[src/rtl/psram_seq_pkg.sv]
package psram_seq_pkg;
  localparam logic [7:0] OP_RST_EN = 8'h66;
  localparam logic [7:0] OP_RST    = 8'h99;
  localparam logic [7:0] OP_RDID   = 8'h9F;
  localparam logic [7:0] OP_WRITE  = 8'h02;
  localparam logic [7:0] OP_FREAD  = 8'h0B;
  localparam logic [7:0] ID_GOOD   = 8'h5D;

  typedef enum logic [2:0] {
    ST_BOOT, ST_HDR, ST_WAIT_A, ST_WAIT_B, ST_ID_RX, ST_IDLE, ST_WDATA, ST_RDATA
  } seq_state_e;

  typedef enum logic [2:0] {FK_RSTEN, FK_RST, FK_ID, FK_WR, FK_RD} frame_kind_e;

  function automatic logic [2:0] hdr_last(frame_kind_e k);
    case (k)
      FK_RSTEN, FK_RST: return 3'd2;
      FK_RD:            return 3'd6;
      default:          return 3'd5;
    endcase
  endfunction

  function automatic logic [7:0] hdr_byte(frame_kind_e k, logic [2:0] i,
                                          logic [23:0] a, logic [7:0] n);
    logic [7:0] n8;
    logic [7:0] b;
    n8 = {n[4:0], 3'b000};
    b  = 8'h00;
    case (i)
      3'd0: case (k)
              FK_ID:   b = 8'd32;
              FK_WR:   b = 8'd32 + n8;
              FK_RD:   b = 8'd40;
              default: b = 8'd8;
            endcase
      3'd1: case (k)
              FK_ID:   b = 8'd24;
              FK_RD:   b = n8;
              default: b = 8'd0;
            endcase
      3'd2: case (k)
              FK_RSTEN: b = OP_RST_EN;
              FK_RST:   b = OP_RST;
              FK_ID:    b = OP_RDID;
              FK_WR:    b = OP_WRITE;
              default:  b = OP_FREAD;
            endcase
      3'd3: b = (k == FK_ID) ? 8'h00 : a[23:16];
      3'd4: b = (k == FK_ID) ? 8'h00 : a[15:8];
      3'd5: b = (k == FK_ID) ? 8'h00 : a[7:0];
      default: b = 8'h00;
    endcase
    return b;
  endfunction
endpackage

[src/rtl/psram_wait_timer.sv]
module psram_wait_timer #(
  parameter int W = 16
) (
  input  logic         clk,
  input  logic         rst_n,
  input  logic         load,
  input  logic [W-1:0] load_val,
  output logic         busy
);
  logic [W-1:0] cnt;

  always_ff @(posedge clk or negedge rst_n) begin
    if (!rst_n)            cnt <= '0;
    else if (load)         cnt <= load_val;
    else if (cnt != '0)    cnt <= cnt - 1'b1;
  end

  assign busy = (cnt != '0);

  // an armed wait counts down by exactly one per cycle
  a_r1_countdown: assert property (@(posedge clk) disable iff (!rst_n)
    (busy && !load) |=> (cnt == $past(cnt) - 1'b1));
endmodule

[src/rtl/psram_id_decode.sv]
module psram_id_decode
  import psram_seq_pkg::*;
(
  input  logic [7:0]  kgd_byte,
  input  logic [7:0]  dens_byte,
  output logic [31:0] cap_bytes
);
  logic [2:0] code;
  assign code = dens_byte[7:5];

  always_comb begin
    cap_bytes = 32'd0;
    if (kgd_byte == ID_GOOD && code <= 3'd2)
      cap_bytes = 32'd1 << (5'd21 + {2'b00, code});
  end
endmodule

[src/rtl/psram_chunker.sv]
module psram_chunker #(
  parameter int LEN_W  = 16,
  parameter int WR_MAX = 24,
  parameter int RD_MAX = 4
) (
  input  logic             clk,
  input  logic             rst_n,
  input  logic             start,
  input  logic             start_write,
  input  logic [23:0]      start_addr,
  input  logic [LEN_W-1:0] start_len,
  input  logic             step,
  output logic [23:0]      cur_addr,
  output logic [7:0]       chunk_len,
  output logic             last_chunk
);
  localparam logic [LEN_W-1:0] WR_LIM = LEN_W'(WR_MAX);
  localparam logic [LEN_W-1:0] RD_LIM = LEN_W'(RD_MAX);

  logic [LEN_W-1:0] rem;
  logic             is_wr;
  logic [LEN_W-1:0] lim;

  assign lim        = is_wr ? WR_LIM : RD_LIM;
  assign chunk_len  = (rem < lim) ? 8'(rem) : 8'(lim);
  assign last_chunk = (rem <= lim);

  always_ff @(posedge clk or negedge rst_n) begin
    if (!rst_n) begin
      rem      <= '0;
      is_wr    <= 1'b0;
      cur_addr <= '0;
    end else if (start) begin
      rem      <= start_len;
      is_wr    <= start_write;
      cur_addr <= start_addr;
    end else if (step) begin
      rem      <= rem - LEN_W'(chunk_len);
      cur_addr <= cur_addr + 24'(chunk_len);
    end
  end

  // each chunk moves the address by that chunk's length
  a_r7_advance: assert property (@(posedge clk) disable iff (!rst_n)
    (step && !start) |=> (cur_addr == $past(cur_addr) + 24'($past(chunk_len))));
endmodule

[src/rtl/psram_cmd_seq.sv]
module psram_cmd_seq
  import psram_seq_pkg::*;
#(
  parameter int unsigned CLK_HZ = 250_000_000,
  parameter int          LEN_W  = 16,
  parameter int          WR_MAX = 24,
  parameter int          RD_MAX = 4
) (
  input  logic             clk,
  input  logic             rst_n,
  output logic             init_done,
  output logic [31:0]      dev_bytes,
  input  logic             req_valid,
  output logic             req_ready,
  input  logic             req_write,
  input  logic [23:0]      req_addr,
  input  logic [LEN_W-1:0] req_len,
  input  logic             wr_valid,
  output logic             wr_ready,
  input  logic [7:0]       wr_data,
  output logic             rd_valid,
  input  logic             rd_ready,
  output logic [7:0]       rd_data,
  output logic             done,
  output logic             tx_valid,
  input  logic             tx_ready,
  output logic [7:0]       tx_data,
  output logic             tx_last,
  input  logic             rx_valid,
  output logic             rx_ready,
  input  logic [7:0]       rx_data
);
  localparam longint unsigned WAIT_A_CYC = (64'(CLK_HZ) * 50 + 999_999) / 1_000_000;
  localparam longint unsigned WAIT_B_CYC = (64'(CLK_HZ) * 100 + 999_999) / 1_000_000;
  localparam int TW = $clog2(WAIT_B_CYC + 1);

  seq_state_e  state;
  frame_kind_e kind;
  logic [2:0]  hidx;
  logic [7:0]  bcnt;
  logic [7:0]  id_kgd, id_dens;
  logic        init_q, done_q;

  logic        tmr_load, tmr_busy;
  logic [TW-1:0] tmr_val;
  logic        ch_start, ch_step, ch_last;
  logic [23:0] ch_addr;
  logic [7:0]  ch_len;
  logic        wbyte_fire, rbyte_fire, chunk_end;

  psram_wait_timer #(.W(TW)) u_timer (
    .clk(clk), .rst_n(rst_n), .load(tmr_load), .load_val(tmr_val), .busy(tmr_busy));

  psram_chunker #(.LEN_W(LEN_W), .WR_MAX(WR_MAX), .RD_MAX(RD_MAX)) u_chunk (
    .clk(clk), .rst_n(rst_n), .start(ch_start), .start_write(req_write),
    .start_addr(req_addr), .start_len(req_len), .step(ch_step),
    .cur_addr(ch_addr), .chunk_len(ch_len), .last_chunk(ch_last));

  psram_id_decode u_id (.kgd_byte(id_kgd), .dens_byte(id_dens), .cap_bytes(dev_bytes));

  // stream views
  assign tx_valid  = (state == ST_HDR) || (state == ST_WDATA && wr_valid);
  assign tx_data   = (state == ST_WDATA) ? wr_data : hdr_byte(kind, hidx, ch_addr, ch_len);
  assign tx_last   = (state == ST_HDR && hidx == hdr_last(kind) && kind != FK_WR) ||
                     (state == ST_WDATA && bcnt == ch_len - 8'd1);
  assign wr_ready  = (state == ST_WDATA) && tx_ready;
  assign rx_ready  = (state == ST_ID_RX) || (state == ST_RDATA && rd_ready);
  assign rd_valid  = (state == ST_RDATA) && rx_valid;
  assign rd_data   = rx_data;
  assign req_ready = (state == ST_IDLE);
  assign init_done = init_q;
  assign done      = done_q;

  assign wbyte_fire = (state == ST_WDATA) && wr_valid && tx_ready;
  assign rbyte_fire = (state == ST_RDATA) && rx_valid && rd_ready;
  assign chunk_end  = (wbyte_fire || rbyte_fire) && (bcnt == ch_len - 8'd1);
  assign ch_step    = chunk_end;
  assign ch_start   = (state == ST_IDLE) && req_valid && (req_len != '0);

  assign tmr_load = (state == ST_HDR) && tx_ready && (hidx == hdr_last(kind)) &&
                    (kind == FK_RSTEN || kind == FK_RST);
  assign tmr_val  = (kind == FK_RSTEN) ? TW'(WAIT_A_CYC) : TW'(WAIT_B_CYC);

  always_ff @(posedge clk or negedge rst_n) begin
    if (!rst_n) begin
      state   <= ST_BOOT;
      kind    <= FK_RSTEN;
      hidx    <= '0;
      bcnt    <= '0;
      id_kgd  <= '0;
      id_dens <= '0;
      init_q  <= 1'b0;
      done_q  <= 1'b0;
    end else begin
      done_q <= 1'b0;
      case (state)
        ST_BOOT: state <= ST_HDR;
        ST_HDR: if (tx_ready) begin
          if (hidx == hdr_last(kind)) begin
            hidx <= '0;
            bcnt <= '0;
            case (kind)
              FK_RSTEN: state <= ST_WAIT_A;
              FK_RST:   state <= ST_WAIT_B;
              FK_ID:    state <= ST_ID_RX;
              FK_WR:    state <= ST_WDATA;
              default:  state <= ST_RDATA;
            endcase
          end else begin
            hidx <= hidx + 3'd1;
          end
        end
        ST_WAIT_A: if (!tmr_busy) begin
          kind  <= FK_RST;
          state <= ST_HDR;
        end
        ST_WAIT_B: if (!tmr_busy) begin
          kind  <= FK_ID;
          state <= ST_HDR;
        end
        ST_ID_RX: if (rx_valid) begin
          if (bcnt == 8'd1) id_kgd <= rx_data;
          if (bcnt == 8'd2) begin
            id_dens <= rx_data;
            init_q  <= 1'b1;
            state   <= ST_IDLE;
          end
          bcnt <= bcnt + 8'd1;
        end
        ST_IDLE: if (req_valid) begin
          if (req_len == '0) done_q <= 1'b1;
          else begin
            kind  <= req_write ? FK_WR : FK_RD;
            hidx  <= '0;
            state <= ST_HDR;
          end
        end
        ST_WDATA, ST_RDATA: if (wbyte_fire || rbyte_fire) begin
          if (chunk_end) begin
            bcnt <= '0;
            if (ch_last) begin
              done_q <= 1'b1;
              state  <= ST_IDLE;
            end else begin
              state <= ST_HDR;
            end
          end else begin
            bcnt <= bcnt + 8'd1;
          end
        end
        default: state <= ST_IDLE;
      endcase
    end
  end

  // no request is taken before bring-up ends
  a_r4_gate: assert property (@(posedge clk) disable iff (!rst_n)
    req_ready |-> init_done);
  // empty request finishes at once without a frame
  a_r8_zero_len: assert property (@(posedge clk) disable iff (!rst_n)
    (req_valid && req_ready && req_len == '0) |=> (done && req_ready && !tx_valid));
  // the engine sees nothing while a wait interval runs
  a_r1_quiet_wait: assert property (@(posedge clk) disable iff (!rst_n)
    tmr_busy |-> !tx_valid);
  // a stalled frame byte holds
  a_r10_tx_hold: assert property (@(posedge clk) disable iff (!rst_n)
    (tx_valid && !tx_ready) |=> (tx_valid && $stable(tx_data)));
  // completion is flagged only when the port is open again
  a_r9_done_idle: assert property (@(posedge clk) disable iff (!rst_n)
    done |-> req_ready);
  // read data only flows from returned engine bytes
  a_r6_rd_source: assert property (@(posedge clk) disable iff (!rst_n)
    rd_valid |-> rx_valid);
endmodule

[config.mk]
export PLATFORM = sky130hd
export DESIGN_NAME = psram_cmd_seq
export DESIGN_NICKNAME = d
export VERILOG_FILES = /design/src/rtl/psram_seq_pkg.sv /design/src/rtl/psram_wait_timer.sv /design/src/rtl/psram_id_decode.sv /design/src/rtl/psram_chunker.sv /design/src/rtl/psram_cmd_seq.sv
export SDC_FILE = /design/constraint.sdc
export NUM_CORES = 1
export LEC_CHECK = 0
export BUFFER_PORTS_ARGS = -buffer_cell sky130_fd_sc_hd__buf_2
export CORE_MARGIN = 2
export CORE_UTILIZATION = 25
export CTS_CLUSTER_SIZE = 40
export DETAILED_ROUTE_END_ITERATION = 7
export REMOVE_ABC_BUFFERS = 1
export SYNTH_ARGS = -nofsm -noshare
export SYNTH_HDL_FRONTEND = slang
export SYNTH_SLANG_ARGS = --single-unit
[constraint.sdc]
create_clock -name clk -period 5.4 [get_ports clk]
set_input_delay 0.54 -clock clk [delete_from_list [all_inputs] [get_ports clk]]
set_output_delay 0.54 -clock clk [all_outputs]
set_load 0.005 [all_outputs]
==> results.md, run 1 <==
- The run finished with clean final reports.
- After routing, the total negative slack on setup checks comes to 0 ns.
- The adder-cell area share of the yosys netlist is 5.32%.
- The critical path start-end classification is reg2out.
- Summing all flip-flop and latch instances after layout gives 2150 sq um.
- The simple-gate area share of the yosys netlist is 25.9%.
- Setup repair after global routing left no endpoint under its margin.
- The final critical-path required period is 5.08 ns.
- The initial core utilization is 25.2%.
- TritonCTS built the clock tree.
- The number of inserted filler cells in the final layout is 2880.
- The layout overhead on the synthesized area is 14.0%.
- The area share of the largest cell type after synthesis is 32.0%.
- In this run the static leakage power is 3.28 nW.
- The total clock buffers created by CTS is 9.
- CTS saw 86 sinks.
- The type of the most critical hold path is in2async.
- Routability-driven placement finished with a final weighted congestion of 0.922.
- The total of endpoints with negative setup slack in the final report is 0.
- The share of cells above drive strength 1 is 17.3%.
- Entering global routing, the biggest net connects 50 pins.
- The number of detailed-routing iterations run before antenna repair is 8.
- The number of placement rows is 60.
- The clock passes through at most 2 buffers.
- The required time at the endpoint of the critical path is roughly 4.9 ns.
- The total count of max-transition violations in the final report is 0.
- After detailed routing, the average wire length per cell comes to 16.6 um.
- STA classifies the critical path endpoint as an output port.
- The die extent in y is 168 um.
- By area the synthesized netlist is led by sky130_fd_sc_hd__dfrtp_1 32%, sky130_fd_sc_hd__ha_1 5.0%, sky130_fd_sc_hd__nand2_1 4.5%.
- Measured against its own limit, the worst slew margin works out to roughly a quarter.
- For this run, the post-layout net count is 963.
- The largest family of logic cells by synthesized area is simple AND/OR/NAND/NOR gates.
- Summing the sequential cell areas from Yosys gives between 30 and 40% of the chip area.
- The synthesized netlist devotes a little over a fifth of its cell area to compound gates.
- The clock root buffer is sky130_fd_sc_hd__clkbuf_16.
- The synthesized netlist devotes 2.74% of its cell area to XOR and XNOR gates.
- The most used flip-flop cell after synthesis is sky130_fd_sc_hd__dfrtp_1.
- In the routed design, unresolved DRC markers number 0.
- The number of antenna diodes is 0.
- The number of global-route vias before repair is 6045.
- The width of the die is roughly 170 um.
- The number of top-level pins is 120.
- In this run the worst setup path begins at u_chunk.rem[11]$_DFFE_PN0P_.
- Summed over all layers, the global routing overflow is 0.
- The data arrival time of the critical path is between 4 and 5 ns.
- The vias after detailed routing is between 6000 and 7000.
- In the synthesized netlist, the number of instances is 804.
- After detailed routing, the total wire length is 20200 um.
- After clock tree synthesis, the setup repair step added 0 buffers.
- The biggest area contributor in the post-synthesis netlist is sky130_fd_sc_hd__dfrtp_1.
- The number of port buffers is 90.
- Summing every instance area after synthesis gives 6720 sq um.
- At the pin with the least slew margin, the transition time is around 1.1 ns.
- The first global-routing pass estimated 32900 um of wire.
- Global routing consumed, over all layers together, 14.5% of the routing resources.
- The final hold violation count came to 0.
- The biggest fanout along the worst timing path is 11.
- The floorplan step defined a die boundary enclosing 28200 sq um.
- Of all flip-flops after synthesis, the portion carrying an async set or reset was 100%.
- In the finished design, the share of the clock period the worst path needs comes to 94.1%.
- The area taken by multi-input logic gates is 4130 sq um.
- In this run the critical register-to-register path is launched from u_chunk.rem[11]$_DFFE_PN0P_.
- The count of distinct cell types in the synthesized netlist is 72.
- Derived from the worst setup path, the maximum achievable clock frequency is 197 MHz.
- The total of cells resized after clock tree synthesis is 0.
- The worst vdd rail ir drop is 0.202 mV.
- The clock latency at the later pin of the worst-skew pair is 0.36 ns.
- On the final layout, the worst clock skew is 0.0155 ns.
- The mux cell area share after synthesis is ~4%.
- The number of storage elements in the synthesis netlist is 86.
- Max-cap violations in this run came to 0.
- The first routing iteration left 595 violations.
- After clock tree synthesis, the clock-pin slew on the worst setup and hold paths is ~0.06 ns.
- The clock tree synthesis step divided the H-tree into 3 levels.
- In this run, post-CTS hold repair placed 0 buffers.
- In this run the mean area of a mapped cell was 8.36 sq um.
- For this run, the number of Yosys warnings is 0.
- The total power density per cell area is ~500 nW/um^2.
- The core footprint is 26700 sq um.
- The half-perimeter wire length of the detailed placement result is 15000 um.
- On the final layout, the worst hold slack is 0.205 ns.
- The number of flops mapped to enable cells by yosys is 0.
- STA classifies the critical path startpoint as a register.
- The initial antenna violation count is 0.
- In the routed layout, each cell is associated on average with a via count of 5.28.
- Once detail routing completed, the nets flagged for antenna violations numbered 0.
cell type report:
class / instances / area share (%)
flip-flops and latches: 86 / 28.1
clock buffers: 9 / 2.94
multi-input cells: 635 / 53.8
well taps: 341 / 5.57
inverters: 37 / 1.81
clock inverters: 5 / 0.686
repair buffers: 102 / 7.08
per-stage QoR:
stage / cell area (sq um) / std cells / setup WS [ns] / power (W) / utilization [%]
detailed placement: 7370 / 1201 / 0.575 / 0.00317 / 27.7
CTS: 7650 / 1215 / 0.238 / 0.00380 / 28.7
floorplan: 6390 / 758 / 0.426 / 0.00255 / -
finish: 7660 / 1215 / 0.316 / 0.00383 / 28.8
global route: 7660 / 1215 / 0.00850 / 0.00416 / 28.8
global placement: 7370 / 1201 / 0.677 / 0.00314 / 27.7
final timing paths:
check,end,slack [ns],depth (start not counted)
setup / recovery,tx_last,0.32,12
hold / removal,id_kgd[0]$_DFFE_PN0P_,0.20,1
setup reg to reg,u_chunk.cur_addr[6]$_DFFE_PN0P_,0.51,14
hold reg to reg,init_done$_DFFE_PN0P_,0.47,1
max in group asynchronous,u_chunk.rem[11]$_DFFE_PN0P_,4.22,2
min in group clk,u_chunk.cur_addr[10]$_DFFE_PN0P_,0.37,3
registers in the layout, summed over array words and instances, names as in the netlist:
| register | cells |
|---|---|
| state | 3 |
| u_chunk.rem | 16 |
| u_timer.cnt | 15 |
| u_chunk.cur_addr | 24 |
| bcnt | 8 |
| hidx | 3 |
| id_dens | 3 |
| u_chunk.is_wr | 1 |
| kind | 3 |
| init_done | 1 |
| done | 1 |
| id_kgd | 8 |
power by group:
part,internal [W],switching [W],total [W]
sequential,0.000907,0.000372,0.00128
combinational,0.000789,0.00113,0.00192
clock,0.000351,0.000275,0.000627
cells in the final DEF (no fill, tap or decap), types with 10 or more instances in the layout:
cell	instances
sky130_fd_sc_hd__a31oi_1	11
sky130_fd_sc_hd__a21oi_1	31
sky130_fd_sc_hd__o31ai_1	10
sky130_fd_sc_hd__nand4_1	17
sky130_fd_sc_hd__a221o_1	11
sky130_fd_sc_hd__nor4_1	13
sky130_fd_sc_hd__conb_1	33
sky130_fd_sc_hd__xnor2_1	15
sky130_fd_sc_hd__mux2i_1	10
sky130_fd_sc_hd__mux2_2	15
sky130_fd_sc_hd__nand2_1	80
sky130_fd_sc_hd__and3_1	10
sky130_fd_sc_hd__or3_1	13
sky130_fd_sc_hd__o211ai_1	18
sky130_fd_sc_hd__inv_1	36
sky130_fd_sc_hd__and2_1	13
sky130_fd_sc_hd__nor3_1	30
sky130_fd_sc_hd__dfrtp_1	86
sky130_fd_sc_hd__ha_1	27
sky130_fd_sc_hd__nand3_1	37
sky130_fd_sc_hd__buf_4	13
sky130_fd_sc_hd__buf_2	89
sky130_fd_sc_hd__o21ai_0	32
sky130_fd_sc_hd__nor2_1	57
metal layers:
metal,wire (um),vias to the layer above,part of all wire [%],track usage [%]
met4,267,0,1.3,3.52
met5,0,-,0,0
met3,1340,17,6.6,3.08
met1,9950,3107,49,21.4
li1,-,3069,-,-
met2,8630,225,43,21.3
worst max-delay path: stages, from the launching register on:
cell                       delay [ns]
sky130_fd_sc_hd__dfrtp_1         0.42
sky130_fd_sc_hd__or4_4           0.59
sky130_fd_sc_hd__or4_4           0.63
sky130_fd_sc_hd__nor2_2          0.21
sky130_fd_sc_hd__nand2_1         0.19
sky130_fd_sc_hd__ha_1            0.30
sky130_fd_sc_hd__and2_1          0.18
sky130_fd_sc_hd__or3_1           0.30
sky130_fd_sc_hd__a221oi_1        0.26
sky130_fd_sc_hd__a211oi_1        0.18
sky130_fd_sc_hd__a211o_2         0.44
sky130_fd_sc_hd__o32ai_1         0.30
sky130_fd_sc_hd__buf_2           0.18
kinds of logic after synthesis:
| kind of cell | Yosys count |
|---|---|
| buffers and inverters | 114 |
| muxes | 25 |
| xor gates and xnor gates | 21 |
| and+or+nand+nor | 331 |
| other | 2 |
| DFF | 86 |
| adders and majority gates | 28 |
| AOI/OAI and AO/OA | 197 |
cell usage after synthesis, types with 5 or more instances:
cell	n
sky130_fd_sc_hd__dfrtp_1	86
sky130_fd_sc_hd__nand2_1	80
sky130_fd_sc_hd__nor2_1	58
sky130_fd_sc_hd__buf_4	38
sky130_fd_sc_hd__nand3_1	37
sky130_fd_sc_hd__inv_1	36
sky130_fd_sc_hd__o21ai_0	32
sky130_fd_sc_hd__a21oi_1	31
sky130_fd_sc_hd__clkbuf_1	31
sky130_fd_sc_hd__nor3_1	30
sky130_fd_sc_hd__ha_1	27
sky130_fd_sc_hd__o211ai_1	18
sky130_fd_sc_hd__nand4_1	17
sky130_fd_sc_hd__mux2_2	15
sky130_fd_sc_hd__xnor2_1	15
sky130_fd_sc_hd__nor4_1	13
sky130_fd_sc_hd__or3_1	13
sky130_fd_sc_hd__and2_1	12
sky130_fd_sc_hd__a221o_1	11
sky130_fd_sc_hd__a31oi_1	11
sky130_fd_sc_hd__and3_1	10
sky130_fd_sc_hd__mux2i_1	10
sky130_fd_sc_hd__o31ai_1	10
sky130_fd_sc_hd__or4_1	9
sky130_fd_sc_hd__a21o_1	8
sky130_fd_sc_hd__a222oi_1	8
sky130_fd_sc_hd__nor2b_1	8
sky130_fd_sc_hd__a22o_1	7
sky130_fd_sc_hd__nand2b_1	7
sky130_fd_sc_hd__buf_1	6
sky130_fd_sc_hd__o21a_1	6
sky130_fd_sc_hd__o311ai_0	6
sky130_fd_sc_hd__or2_2	6
sky130_fd_sc_hd__xor2_1	6
sky130_fd_sc_hd__a211o_1	5
sky130_fd_sc_hd__a22oi_1	5
sky130_fd_sc_hd__o22ai_1	5
sky130_fd_sc_hd__or4b_1	5
Note: power is estimated with default switching activity, not from simulation.
==> run 2: changes to the inputs <==
==> constraint.sdc (replaced) <==
create_clock -name clk -period 4.6 [get_ports clk]
set_input_delay 0.46 -clock clk [delete_from_list [all_inputs] [get_ports clk]]
set_output_delay 0.46 -clock clk [all_outputs]
set_load 0.005 [all_outputs]
==> results.md, run 2 (same netlist as run 1, synthesis figures left out) <==
- The register name with the most flops is u_chunk.cur_addr.
- The maximum number of pins on one net before global-route repair is 62.
- The first global-routing pass estimated between 30000 and 40000 um of wire.
- The share of cells above drive strength 1 is 19.7%.
- The largest clock skew in the final design is a little over 0.01 ns.
- Setup repair after global routing could not meet its margin everywhere.
- The buffer and inverter count on the worst path is 1.
- The total count of max-transition violations in the final report was 0.
- The final critical path takes up 98.7% of the cycle.
- The largest registers in the layout are u_chunk.cur_addr (24), u_chunk.rem (16), u_timer.cnt (15).
- The total power density per cell area is 593 nW/um^2.
- The critical path start-end classification is reg2out.
- Counting every sink on the clock net gives 86.
- The number of levels the H-tree was split into is 3.
- In the global route stage, overall resource usage came out at ~15%.
- On the critical path the largest part of the delay comes from simple AND/OR/NAND/NOR gates.
- The final hold violation count came to 0.
- The library cell used most frequently in the layout, excluding fill and tap cells, is sky130_fd_sc_hd__buf_2.
- The cell area after placement is 7460 sq um.
- The reg2reg setup slack is around 0.32 ns.
- The critical path goes through or4_4 -> or4_4 -> nor2_4 -> nand2_2 -> ha_4 -> and2_1 -> or3_1 -> a221oi_2 -> a211oi_2 -> a211o_1 -> o32ai_2 -> buf_2.
- The routed layout has 6503 vias.
- In this run, placement finished with an instance count of 1213.
- The number of antenna diodes in the final layout is 0.
- The total of endpoints with negative setup slack in the final report is 0.
- In this run the count of I/O pins placed on the die edge is 120.
- The cell repeated most along the worst path is sky130_fd_sc_hd__or4_4.
- The clock period could shrink to 4.54 ns.
- Detailed placement finished with a half-perimeter wire length of 15100 um.
- On the critical path, the stage with the largest delay is an instance of sky130_fd_sc_hd__or4_4.
- The die extent in y is 168 um.
- Across the run, the number of max-cap violations was 0.
- The biggest fanout along the worst timing path is 5.
- In this run the critical register-to-register path is launched from u_chunk.rem[11]$_DFFE_PN0P_.
- The average via count per standard cell is ~5.3.
- For this run, design rule violations remaining after detail routing come to 0.
- The worst vdd rail ir drop is approximately 0.19 mV.
- Measured against its own limit, the worst slew margin works out to 21.6%.
- Buffers placed on the I/O ports in this run total 90.
- The final global-route overflow total is 0.
- The longest clock path from root to sink contains 2 buffers.
- The maximum clock rate is 220 MHz.
- The initial antenna violation count was 0.
- TritonCTS built the clock tree.
- The core footprint is 26700 sq um.
- The routed length per placed instance is between 15 and 20 um.
- At the pin with the least slew margin, the transition time is around 1.2 ns.
- The library cells used most frequently in the layout, excluding fill and tap cells, are 89 x sky130_fd_sc_hd__buf_2, 86 x sky130_fd_sc_hd__dfrtp_1, 78 x sky130_fd_sc_hd__nand2_1, 57 x sky130_fd_sc_hd__nor2_1, 37 x sky130_fd_sc_hd__nand3_1.
- The number of global-route vias before repair is slightly below 6000.
- The required time at the endpoint of the critical path is 4.14 ns.
- The clock latency at the later pin of the worst-skew pair is 0.36 ns.
- The layout overhead on the synthesized area is 17.0%.
- The floorplan step defined a die boundary enclosing 28200 sq um.
- The worst setup path is captured at an output port.
- The iteration-0 DRC count of the detailed router is 543.
- Clock-pin slew was measured on the worst setup and hold paths at around 0.070 ns.
- The data arrival time of the critical path is approximately 4 ns.
- The flow ran to the end, and the final reports show no timing, DRC or antenna violations.
- For this run, the post-layout net count is between 900 and 1000.
- The number of routed nets with antenna violations is 0.
- The number of detailed-routing iterations run before antenna repair is 6.
- The min-delay analysis places its worst path in the category in2async.
- Counting cells, the worst reg-to-reg path comes to 13.
- Timing analysis after detailed placement gives a worst setup slack of about 0.058 ns.
- The final-layout worst hold slack is 0.191 ns.
- STA classifies the critical path startpoint as a register.
- Across all setup checks in the final design, the least slack found is 0.0580 ns.
- The total wire length is 20500 um.
- The number of flip-flops under the largest register name is 24.
- The delay of the slowest cell on the worst path is 0.58 ns.
- The initial utilization of the core area, before any placement, comes to 25.2%.
- The endpoint of the worst register-to-register path is u_chunk.rem[10]$_DFFE_PN0P_.
- In this run the worst setup path begins at u_chunk.rem[11]$_DFFE_PN0P_.
- The clock root buffer is sky130_fd_sc_hd__clkbuf_16.
- The static leakage is 3.37 nW.
- The number of placement rows is 60.
- The width of the die is roughly 170 um.
- At the end of routability-driven placement, the weighted congestion stood at 0.902.
- The finished cells cover 7860 sq um.
- Cells fill 29.5% of the core in the end.
- The final cell count without fillers is 1231.
- The number of clock buffers added by TritonCTS is 9.
## run 2: through the flow
step | power (W) | setup TNS (ns)
floorplan | 0.00300 | -1.49
global placement | 0.00374 | 0
detailed placement | 0.00378 | 0
CTS | 0.00463 | 0
global route | 0.00508 | -0.0848
finish | 0.00467 | 0
## run 2: power by group
group	internal, W	switching [W]	leakage [nW]
Clock	0.000478	0.000330	0.146
Sequential	0.00106	0.000431	1.07
Combinational	0.000997	0.00137	2.15
## run 2: cell type report
class | instances | area [sq um]
Clock inverter | 5 | 83.8
Fill cell | 2887 | 18800
Tap cell | 341 | 427
Sequential cell | 86 | 2150
Clock buffer | 11 | 233
Inverter | 37 | 139
Multi-Input combinational cell | 635 | 4180
Timing Repair Buffer | 116 | 648
## run 2: how the worst max path moves through the flow
stage,to,cells after the start
after floorplan,u_chunk.rem[6]$_DFFE_PN0P_,12
after global placement,tx_last,12
after detailed placement,u_chunk.rem[10]$_DFFE_PN0P_,13
after CTS,tx_last,12
after global routing,tx_last,12
final,tx_last,12
## run 2: repair_timing
action / CTS / global route
hold buffers: 0 / 0
pin swaps: 4 / 4
setup endpoints to repair: 1 / 2
setup buffers: 2 / 0
gates resized for setup: 10 / 12
## run 2: layer usage
layer	vias to the layer above	wire length, um	track usage (%)	part of all wire, %
met2	280	9010	21.7	44
met3	13	1680	3.08	8.2
met1	3103	9650	21.7	47
met4	0	148	2.57	0.72
li1	3107	-	-	-
met5	-	0	0	0
==> run 3: changes to the inputs <==
--- a/config.mk
+++ b/config.mk
@@ -10,7 +10,6 @@
 export CORE_UTILIZATION = 25
 export CTS_CLUSTER_SIZE = 40
 export DETAILED_ROUTE_END_ITERATION = 7
-export REMOVE_ABC_BUFFERS = 1
 export SYNTH_ARGS = -nofsm -noshare
 export SYNTH_HDL_FRONTEND = slang
 export SYNTH_SLANG_ARGS = --single-unit
==> results.md, run 3 (same netlist as run 1, synthesis figures left out) <==
- The flow ran to the end, and the final reports show no timing, DRC or antenna violations.
- The clock tree from TritonCTS is done.
- Setup violations remaining at the end of the flow were counted as 0.
- The cell class contributing the biggest share of worst-path delay is simple AND/OR/NAND/NOR gates.
- For this run the aggregate overflow at the end of global routing stands at 0.
- The critical path is of the reg2out type.
- Dividing total power by cell area gives a power density of 597 nW/um^2.
- The biggest fanout along the worst timing path is 4.
- The root buffer cell chosen for the clock tree is sky130_fd_sc_hd__clkbuf_16.
- The register with the most flip-flops in the layout has 24 of them.
- Once layout is complete, the utilization of the core stands at 29.9%.
- The worst vdd rail ir drop is 0.184 mV.
- The largest clock skew in the final design is around 0.0074 ns.
- The core footprint is 26700 sq um.
- The total DRC errors in the routed layout is 0.
- The number of routed nets with antenna violations is 0.
- The total count of max-transition violations in the final report is 0.
- The first routing iteration left roughly 610 violations.
- The number of global-route vias before repair is 5892.
- The die covers 28200 sq um.
- After the last flow step, the layout net total stands at 990.
- The initial antenna violation count is 0.
- The measured slew at the worst slew-check pin is 0.929 ns.
- Summed over all nets, the half-perimeter wirelength after detailed placement is 15400 um.
- CTS built an H-tree with a depth of 3.
- The number of detailed-routing iterations run before antenna repair is 8.
- The final hold violation count is 0.
- The count of clock tree sinks is 86.
- The worst max-slew margin expressed relative to the limit is 38.0%.
- The number of port buffers is 90.
- The number of hold-repair buffers added at the cts stage is 0.
- The cell repeated most along the worst path is sky130_fd_sc_hd__or4_4.
- The total clock buffers created by CTS is 9.
- The worst path needs approximately 4.5 ns of the cycle, external delays included.
- The share of cells above drive strength 1 is a little over a fifth.
- The die extent in y is around 170 um.
- For this run, the slowest stage of the critical path takes 0.57 ns.
- Of the available clock period, the critical path in the final layout requires 98.7%.
- The signal on the critical path passes through or4_4 -> or4_4 -> buf_4 -> o21ai_2 -> a21boi_2 -> ha_2 -> nand2_2 -> nor4b_2 -> o211ai_1 -> and2_4 -> a211o_1 -> o32ai_2 -> buf_2.
- For this configuration, the core starts out at a cell density of 25.2%.
- The first global-routing pass estimated between 30000 and 40000 um of wire.
- The maximum clock rate is approximately 220 MHz.
- The slowest cell on the critical path is sky130_fd_sc_hd__or4_4.
- The largest registers in the layout are u_chunk.cur_addr (24), u_chunk.rem (16), u_timer.cnt (15).
- At the end of routability-driven placement, the weighted congestion stood at slightly below 0.9.
- The setup slack after layout is 0.0600 ns.
- The number of top-level pins is 120.
- The maximum number of pins on one net before global-route repair is 49.
- The static leakage is approximately 3.4 nW.
- Across the run, the number of max-cap violations was 0.
- The worst setup slack before clock tree synthesis is -0.0475 ns.
- Clock-pin slew was measured on the worst setup and hold paths at 0.07 ns.
- The floorplan step set the die width to 168 um.
- The number of antenna diodes is 0.
- At the later pin of the worst-skew pair, clock insertion delay measures 0.36 ns.
- In the layout the commonest cells are 89 x sky130_fd_sc_hd__buf_2, 86 x sky130_fd_sc_hd__dfrtp_1, 77 x sky130_fd_sc_hd__nand2_1, 57 x sky130_fd_sc_hd__nor2_1, 40 x sky130_fd_sc_hd__buf_4.
- Together, buffers and inverters on the worst path number 2.
- At the worst endpoint, the arrival time is 4.08 ns.
- In the final routed layout, each cell accounts on average for 16.6 um.
- The clock passes through at most 2 buffers.
- The register name with the most flops is u_chunk.cur_addr.
- The layout overhead on the synthesized area is 18.5%.
- In this run the worst hold path is classified as in2async.
- The endpoint type of the worst setup path is an output port.
- Across all layers, the routed design uses between 6000 and 7000 vias.
- For this block, the routed nets add up to between 20000 and 25000 um of wire.
- Global routing consumed, over all layers together, 14.5% of the routing resources.
- Leaving out fill and tap cells, the most frequent cell in the layout is sky130_fd_sc_hd__buf_2.
- The worst setup path is launched from a register.
- The average via count per standard cell is roughly 5.3.
- Data on the critical path is required at its endpoint by 4.14 ns.
- After floorplanning, the core was divided into 60 placement rows.
-- run 3: cell count changes in the layout (fill, tap and decap cells not counted), sizes merged --
cell	before	now
clkbuf	11	9
buf	116	129
bufinv	2	1
inv	36	39
-- run 3: final timing paths --
check / from / to / slack, ns / cells after the start
worst max register to register: u_chunk.rem[11]$_DFFE_PN0P_ / u_chunk.cur_addr[7]$_DFFE_PN0P_ / 0.12 / 15
max in group asynchronous: rst_n / u_timer.cnt[14]$_DFFE_PN0P_ / 3.45 / 2
worst min-delay path: rst_n / bcnt[4]$_DFFE_PN0P_ / 0.13 / 1
worst min register to register: init_done$_DFFE_PN0P_ / init_done$_DFFE_PN0P_ / 0.46 / 1
min in group clk: req_addr[14] / u_chunk.cur_addr[14]$_DFFE_PN0P_ / 0.31 / 3
worst max-delay path: u_chunk.rem[11]$_DFFE_PN0P_ / tx_last / 0.06 / 13
-- run 3: repair_timing --
item                                    4_1_cts  5_1_grt
endpoints found under the setup margin        5        2
setup buffers                                 5        7
pin swaps                                     7        8
endpoints found under the hold margin         0        0
gates resized for setup                      15       10
-- run 3: through the flow --
| stage | total power (W) | instance area (sq um) | std cells | hold WS [ns] | TNS (ns) |
|---|---|---|---|---|---|
| final | 0.00476 | 7970 | 1244 | 0.130 | 0 |
| after detailed placement | 0.00383 | 7480 | 1216 | 0.449 | -0.164 |
| after floorplan | 0.00306 | 6840 | 835 | 0.164 | 0 |
| after global placement | 0.00379 | 7480 | 1216 | 0.451 | 0 |
| after global routing | 0.00514 | 7970 | 1244 | 0.198 | -0.0538 |
| after CTS | 0.00469 | 7880 | 1237 | 0.168 | 0 |
-- run 3: area by class of cell --
type	count	area [sq um]
Tap cell	341	427
Inverter	37	139
Sequential cell	86	2150
Timing Repair Buffer	129	746
Clock inverter	7	80.1
Fill cell	2798	18700
Clock buffer	9	225
Multi-Input combinational cell	635	4200
-- run 3: where the power goes --
group / internal, W / switching, W
registers: 0.00106 / 0.000415
logic: 0.00107 / 0.00143
clock network: 0.000428 / 0.000349
total: 0.00256 / 0.00219
-- run 3: per-layer routing --
metal  track usage [%]  share of wire [%]
met1              21.2                 48
met2              21.9                 44
met3              2.82                6.7
met4              3.18                1.4
met5                 0                  0
